==> config.mk <==
export PLATFORM = sky130hd
export DESIGN_NAME = pos_cmp_unit
export DESIGN_NICKNAME = d
export VERILOG_FILES = /design/src/rtl/qpc_pkg.sv /design/src/rtl/pos_match.sv /design/src/rtl/pos_flag.sv /design/src/rtl/evt_gate.sv /design/src/rtl/pos_cmp_unit.sv
export SDC_FILE = /design/constraint.sdc
export NUM_CORES = 1
export LEC_CHECK = 0
export CORE_MARGIN = 3
export CORE_UTILIZATION = 30
export DETAILED_ROUTE_END_ITERATION = 10
export DONT_BUFFER_PORTS = 1
export MAX_ROUTING_LAYER = met4
export PLACE_DENSITY = 0.47
export SLEW_MARGIN = 0
export SYNTH_ARGS = -nofsm -noshare
export SYNTH_HDL_FRONTEND = slang
export SYNTH_SLANG_ARGS = --single-unit
export TNS_END_PERCENT = 5
==> constraint.sdc <==
create_clock -name clk_i -period 0.9 [get_ports clk_i]
set_input_delay 0.135 -clock clk_i [delete_from_list [all_inputs] [get_ports clk_i]]
set_output_delay 0.135 -clock clk_i [all_outputs]
set_load 0.005 [all_outputs]
==> src/rtl/qpc_pkg.sv <==
package qpc_pkg;
  localparam int unsigned REV_W_DEF = 32;
  localparam int unsigned PH_W_DEF  = 21;
  localparam int unsigned N_EVT     = 4;

  typedef enum logic {
    DIR_POS = 1'b0,
    DIR_NEG = 1'b1
  } rot_dir_e;

  // channel order on the qualified output vector
  localparam int unsigned EVT_IRQ  = 0;
  localparam int unsigned EVT_DMA  = 1;
  localparam int unsigned EVT_TRIG = 2;
  localparam int unsigned EVT_CAP  = 3;

  // 1 = channel follows the sticky flag, 0 = channel follows the pulse
  localparam logic [N_EVT-1:0] EVT_LEVEL = 4'b0001;
endpackage

==> src/rtl/pos_match.sv <==
module pos_match
  import qpc_pkg::*;
#(
  parameter int unsigned REV_W = REV_W_DEF,
  parameter int unsigned PH_W  = PH_W_DEF
) (
  input  logic [REV_W-1:0] rev_cnt_i,
  input  logic [PH_W-1:0]  phase_cnt_i,
  input  rot_dir_e         dir_i,
  input  logic [REV_W-1:0] rev_cmp_i,
  input  logic [PH_W-1:0]  phase_cmp_i,
  input  rot_dir_e         dir_cmp_i,
  input  logic             rev_ign_i,
  input  logic             dir_ign_i,
  output logic             hit_o
);
  logic ph_eq, rev_ok, dir_ok;

  always_comb begin
    ph_eq  = (phase_cnt_i == phase_cmp_i);
    rev_ok = rev_ign_i | (rev_cnt_i == rev_cmp_i);
    dir_ok = dir_ign_i | (dir_i == dir_cmp_i);
    hit_o  = ph_eq & rev_ok & dir_ok;
  end
endmodule

==> src/rtl/pos_flag.sv <==
module pos_flag (
  input  logic clk_i,
  input  logic rst_ni,
  input  logic hit_i,
  input  logic clr_i,
  output logic flag_o,
  output logic pulse_o
);
  logic hit_q;
  logic rise;

  assign rise = hit_i & ~hit_q;

  always_ff @(posedge clk_i or negedge rst_ni) begin
    if (!rst_ni) begin
      hit_q   <= 1'b0;
      pulse_o <= 1'b0;
      flag_o  <= 1'b0;
    end else begin
      hit_q   <= hit_i;
      pulse_o <= rise;
      // set has priority over a same-cycle clear
      if (rise)       flag_o <= 1'b1;
      else if (clr_i) flag_o <= 1'b0;
    end
  end
endmodule

==> src/rtl/evt_gate.sv <==
module evt_gate
  import qpc_pkg::*;
#(
  parameter int unsigned       N     = N_EVT,
  parameter logic [N-1:0]      LEVEL = EVT_LEVEL
) (
  input  logic         flag_i,
  input  logic         pulse_i,
  input  logic [N-1:0] en_i,
  output logic [N-1:0] evt_o
);
  for (genvar g = 0; g < N; g++) begin : g_ch
    if (LEVEL[g]) begin : g_lvl
      assign evt_o[g] = en_i[g] & flag_i;
    end else begin : g_pls
      assign evt_o[g] = en_i[g] & pulse_i;
    end
  end
endmodule

==> src/rtl/pos_cmp_unit.sv <==
module pos_cmp_unit
  import qpc_pkg::*;
#(
  parameter int unsigned REV_W = REV_W_DEF,
  parameter int unsigned PH_W  = PH_W_DEF
) (
  input  logic             clk_i,
  input  logic             rst_ni,
  input  logic [REV_W-1:0] rev_cnt_i,
  input  logic [PH_W-1:0]  phase_cnt_i,
  input  logic             dir_i,
  input  logic [REV_W-1:0] rev_cmp_i,
  input  logic [PH_W-1:0]  phase_cmp_i,
  input  logic             dir_cmp_i,
  input  logic             rev_ign_i,
  input  logic             dir_ign_i,
  input  logic             flag_clr_i,
  input  logic             irq_en_i,
  input  logic             dma_en_i,
  input  logic             trig_en_i,
  input  logic             cap_en_i,
  output logic             match_flag_o,
  output logic             match_pulse_o,
  output logic             irq_o,
  output logic             dma_req_o,
  output logic             trig_o,
  output logic             cap_o
);
  logic             hit;
  logic [N_EVT-1:0] en_vec, evt_vec;

  pos_match #(.REV_W(REV_W), .PH_W(PH_W)) u_match (
    .rev_cnt_i   (rev_cnt_i),
    .phase_cnt_i (phase_cnt_i),
    .dir_i       (rot_dir_e'(dir_i)),
    .rev_cmp_i   (rev_cmp_i),
    .phase_cmp_i (phase_cmp_i),
    .dir_cmp_i   (rot_dir_e'(dir_cmp_i)),
    .rev_ign_i   (rev_ign_i),
    .dir_ign_i   (dir_ign_i),
    .hit_o       (hit)
  );

  pos_flag u_flag (
    .clk_i   (clk_i),
    .rst_ni  (rst_ni),
    .hit_i   (hit),
    .clr_i   (flag_clr_i),
    .flag_o  (match_flag_o),
    .pulse_o (match_pulse_o)
  );

  always_comb begin
    en_vec           = '0;
    en_vec[EVT_IRQ]  = irq_en_i;
    en_vec[EVT_DMA]  = dma_en_i;
    en_vec[EVT_TRIG] = trig_en_i;
    en_vec[EVT_CAP]  = cap_en_i;
  end

  evt_gate #(.N(N_EVT), .LEVEL(EVT_LEVEL)) u_gate (
    .flag_i  (match_flag_o),
    .pulse_i (match_pulse_o),
    .en_i    (en_vec),
    .evt_o   (evt_vec)
  );

  assign irq_o     = evt_vec[EVT_IRQ];
  assign dma_req_o = evt_vec[EVT_DMA];
  assign trig_o    = evt_vec[EVT_TRIG];
  assign cap_o     = evt_vec[EVT_CAP];
endmodule

Yosys cells after proc, flatten, opt, wreduce, memory -nomap -nowiden
Index checks and enable logic that the tools add are counted.
- divide/modulo/power cells: 0
- shift operators: 0
- bitwise gates (word level): 10
- multipliers: 0
- equal/unequal tests: 3
- reduce and logical (&&, ||, !) cells: 1
- magnitude comparators: 0
- mux-type cells: 2
- $add $sub $neg: 0
- operators with widths (cell ; count):
    32-bit == test ; 1
    21-bit == test ; 1
    1-bit bitwise AND ; 7
    1-bit 2-to-1 mux ; 2
    1-bit OR ; 2
    2-bit nonzero test ; 1
    1-bit == test ; 1
    1-bit NOT ; 1
- bits in read-only memories: 0
- word-level logic and storage cells: 19
- register bits: 3
- memories: 0
- RAM bits: 0
- latch bits: 0

Logic depth before layout (Yosys ltp)
- word-level depth: 6
- gate-level depth with buffers: 5

Cells and area by module
Synthesis repeated with hierarchy kept, for this count alone.
- cells, all modules: 83
- area total of the unflattened synthesis: 715.7 µm²
- by module, submodules not included (module ; area an instance (µm²) ; instances ; cells an instance ; sequential area each (µm²)):
    pos_match ; 590.6 ; 1 ; 73 ; 0.0
    pos_flag ; 100.1 ; 1 ; 6 ; 75.1
    evt_gate ; 25.0 ; 1 ; 4 ; 0.0

Worst setup path before layout
No wires, ideal clock.
- path kind: input port to flip-flop
- start: input phase_cmp_i[20]
- end: register u_flag.flag_o
- buffers on the path: 0
- library setup time: 95 ps
- arrival: 1399 ps
- data required time: 805 ps
- path slack: -595 ps
- stages: 5
- cell sequence: xor2_1 -> nor4_1 -> o2111ai_1 -> or4_4 -> o32ai_2
- longest elaborated chain between the ends: 5
- elaborated cells on any way between the ends: 6
- classes of those cells: eq/ne: 1; mux: 1; bitwise: 3; reduce/logical: 1
- ends and longest elaborated chain (item ; line ; text):
    from (decl) ; pos_cmp_unit.sv:13 ; input logic [PH_W-1:0] phase_cmp_i,
    21-bit == test (*) ; pos_match.sv:20 ; ph_eq = (phase_cnt_i == phase_cmp_i);
    1-bit bitwise AND (*) (2 in a row) ; pos_match.sv:23 ; hit_o = ph_eq & rev_ok & dir_ok;
    1-bit bitwise AND (*) ; pos_flag.sv:12 ; assign rise = hit_i & ~hit_q;
    1-bit 2-to-1 mux or 2-bit nonzero test (tied branches) ; n/a ;
    to (signal assigned) ; pos_flag.sv:18 ; flag_o <= 1'b0;
    to (signal assigned) ; pos_flag.sv:23 ; if (rise) flag_o <= 1'b1;
    to (signal assigned) ; pos_flag.sv:24 ; else if (clr_i) flag_o <= 1'b0;
    to (decl) ; pos_flag.sv:6 ; output logic flag_o,
Mark *: on every way between the ends. The rest lies on a longest branch, timed or not.
A chain may end at the register's enable or synchronous reset.

Worst setup path after layout
- start: input phase_cmp_i[15]
- end: register u_flag.flag_o
The elaborated chain is that of the path after synthesis.

==> flow_summary_export.csv <==
group,metric,value,unit
global_route,antenna_found_initial,0,
sta,fin_ws,-0.3371,ns
yosys,synth_top_area_share,55.90,%
worst_setup_path,path_buf_inv,0,
placed_design,pre_cts_slack,-0.6447,ns
layout,final_cells,117,
power_and_ir_drop,p_sw,0.1536,mW
layout,diodes,0,
worst_setup_path,critPathRequiredTime,1.04,ns
worst_setup_path,crit_path_start_kind,"input pin",
layout,area_growth,13.54,%
worst_setup_path,critical_path.max_fanout,3,
worst_setup_path,worstSetupPathType,"in2reg",
placed_design,dp_cells,111,
die,fp.dieW,55.02,um
global_route,grt_pass1_wl,2.104,mm
die,rows,17,
detailed_routing,vias_per_cell,5.470,
yosys,syn-cell-area,720.7,sq um
sta,setup_viol_count_final,7,
layout,final_core_util,36.29,%
power_and_ir_drop,leakage,0.2305,nW
sta,finClkSkew,0.0006096,ns
yosys,synth_area_per_cell,8.683,sq um
yosys,mappedNetlistNets,200,
yosys,syn_inst,83,
global_route,grtUsageTotal,9.989,%
job,cap_violations,0,
sta,drv_slew,0,
detailed_routing,drt_iter0_drc,1,
worst_setup_path,crit_arrival,1.38,ns
min_path,hold_depth,2,
yosys,yosysWarnings,0,
cts,cts_root_buffer,"clkbuf_4",
die,initial_utilization,31.96,%
global_route,first_global_vias,560,
layout,final_layout_size_suffix_gt1_share,11.24,%
layout,final_cell_mix,"xnor2_1 (46), nand4_1 (11), xor2_1 (8)",
power_and_ir_drop,sw_frac_of_total,24.35,%
detailed_routing,drc,0,
cts,cts_setup_buffers,0,
sta,worst_pin_slew,0.3027,ns
power_and_ir_drop,clkPwrFrac,38.0,%
sta,fmax,808.3,MHz
worst_setup_path,max_stage_delay,0.52,ns
worst_setup_path,cp_slowest_cell,"or4_4",
cts,htreeDepth,1,
placed_design,port_buffers,0,
worst_setup_path,critPathTopFamily,"simple AND/OR/NAND/NOR gates",
sta,post-route-min-period,1.237,ns
power_and_ir_drop,power.density,770.8,nW/um^2
layout,layout.cells.most_common,"xnor2_1",
worst_setup_path,critical_path_cell_count,5,
cts,cts_sinks,3,
sta,maxSlewHeadroom,79.82,%
detailed_routing,ant_nets,0,
power_and_ir_drop,p_total,0.6307,mW
worst_setup_path,crit_path_end_kind,"flip-flop",
worst_setup_path,r2r_cells,1,
layout,stdcell_area,818.3,sq um
placed_design,dp_hpwl,1.725,mm
sta,fin_crit_sh,137.5,%
status,status,"finished with violations",
yosys,synth_top_cell_by_area,"xnor2_1",
die,ios,123,
status,violations,"negative setup slack",
global_route,overflow,0,
power_and_ir_drop,p_int,0.4771,mW
sta,rsz0062_at_grt,"true",
cts,insertion_delay,0.23,ns
layout,n_fill_cell,231,
layout,final_nets,207,
die,die_area,3027,sq um
power_and_ir_drop,peakVddDrop,538.4,uV
power_and_ir_drop,combinationalPowerShare,40.5,%
cts,cts_max_path_buffers,2,
power_and_ir_drop,pwr-share-seq,21.5,%
sta,finalSetupTns,-0.9261,ns
yosys,synth.area.top_cells,"xnor2_1 (56%), dfrtp_1 (10%), xor2_1 (9.7%)",
die,die_y,55.02,um
sta,hold_ws,0.09724,ns
die,coreArea,2255,sq um
placed_design,finalWeightedCongestion,0.6438,
detailed_routing,avgRoutedWirePerCell,15.46,um
cts,cts_tree,"yes",
detailed_routing,drtPass1Iterations,2,
placed_design,place_area,755.7,sq um
cts,cts.clk_slew.worst_paths,0.04,ns
yosys,synth_seq_cells,3,
yosys,synth_cell_types,13,
yosys,ys_seq_area_share,10.42,%
detailed_routing,via_count,640,
detailed_routing,drt-total-wl,1.809,mm
cts,cts_buffers,3,
sta,hold_viol,0,
min_path,holdCritPathClass,"in2reg",
worst_setup_path,crit_path_cell_trace,"xor2_1, nor4_1, nand4_1, or4_4, o32ai_2",
global_route,grt_max_degree,5,
[final cells by class]
type / instances / area (sq um) / area share (%)
Timing Repair Buffer: 2 / 20.02 / 2.446
Clock buffer: 4 / 26.28 / 3.211
Sequential cell: 3 / 75.07 / 9.174
Multi-Input combinational cell: 79 / 658.1 / 80.43
Inverter: 1 / 3.754 / 0.4587
Tap cell: 28 / 35.03 / 4.281
[flip-flops by register name, indices dropped and copies added, names as in the netlist]
name            cells
u_flag.flag_o       1
u_flag.hit_q        1
u_flag.pulse_o      1
[cell families after synthesis]
| logic type | count (synthesis) | share of synthesized area [%] |
|---|---|---|
| compound gates | 3 | 4.167 |
| xor+xnor | 54 | 65.63 |
| buf+inv | 1 | 0.5203 |
| flops | 3 | 10.42 |
| simple gates | 22 | 19.27 |
[per-layer routing]
metal | vias to the layer above | wire (um) | GRT usage, % | part of all wire, %
li1 | 300 | - | - | -
met1 | 268 | 486 | 7.853 | 27
met2 | 72 | 1004 | 20.87 | 56
met3 | 0 | 318 | 4.558 | 18
met4 | 0 | 0 | 1.215 | 0
met5 | - | 0 | - | 0
[path summary, 6_finish.rpt]
kind	startpoint	slack, ns	end
worst max register to register	u_flag.hit_q	0.17	u_flag.flag_o
worst max-delay path	phase_cmp_i[15]	-0.34	u_flag.flag_o
min in group asynchronous	rst_ni	0.16	u_flag.flag_o
worst min register to register	u_flag.hit_q	0.46	u_flag.pulse_o
max in group asynchronous	rst_ni	0.60	u_flag.hit_q
worst min-delay path	rev_ign_i	0.1	u_flag.hit_q
[cells in the mapped netlist (all sizes together)]
library cell / n
a21oi: 1
and2: 4
dfrtp: 3
inv: 1
nand4: 11
nor2: 1
nor3: 1
nor4: 4
o2111ai: 1
o32ai: 1
or4: 1
xnor2: 46
xor2: 8
[power groups by stage]
stage               Clock (mW)  Combinational, mW  Sequential [mW]
floorplan                    0              0.223            0.137
finish                   0.239              0.256            0.136
global placement             0              0.239            0.137
detailed placement           0              0.245            0.137
global route             0.271              0.289            0.135
CTS                      0.252              0.257            0.136
[what timing repair did]
action | CTS | global route
gates resized for setup | 3 | 2
setup endpoints to repair | 7 | 7
hold buffers | 2 | 0
pin swaps | 3 | 3
hold endpoints to repair | 4 | 0
Power figures use the tool's default switching activity.
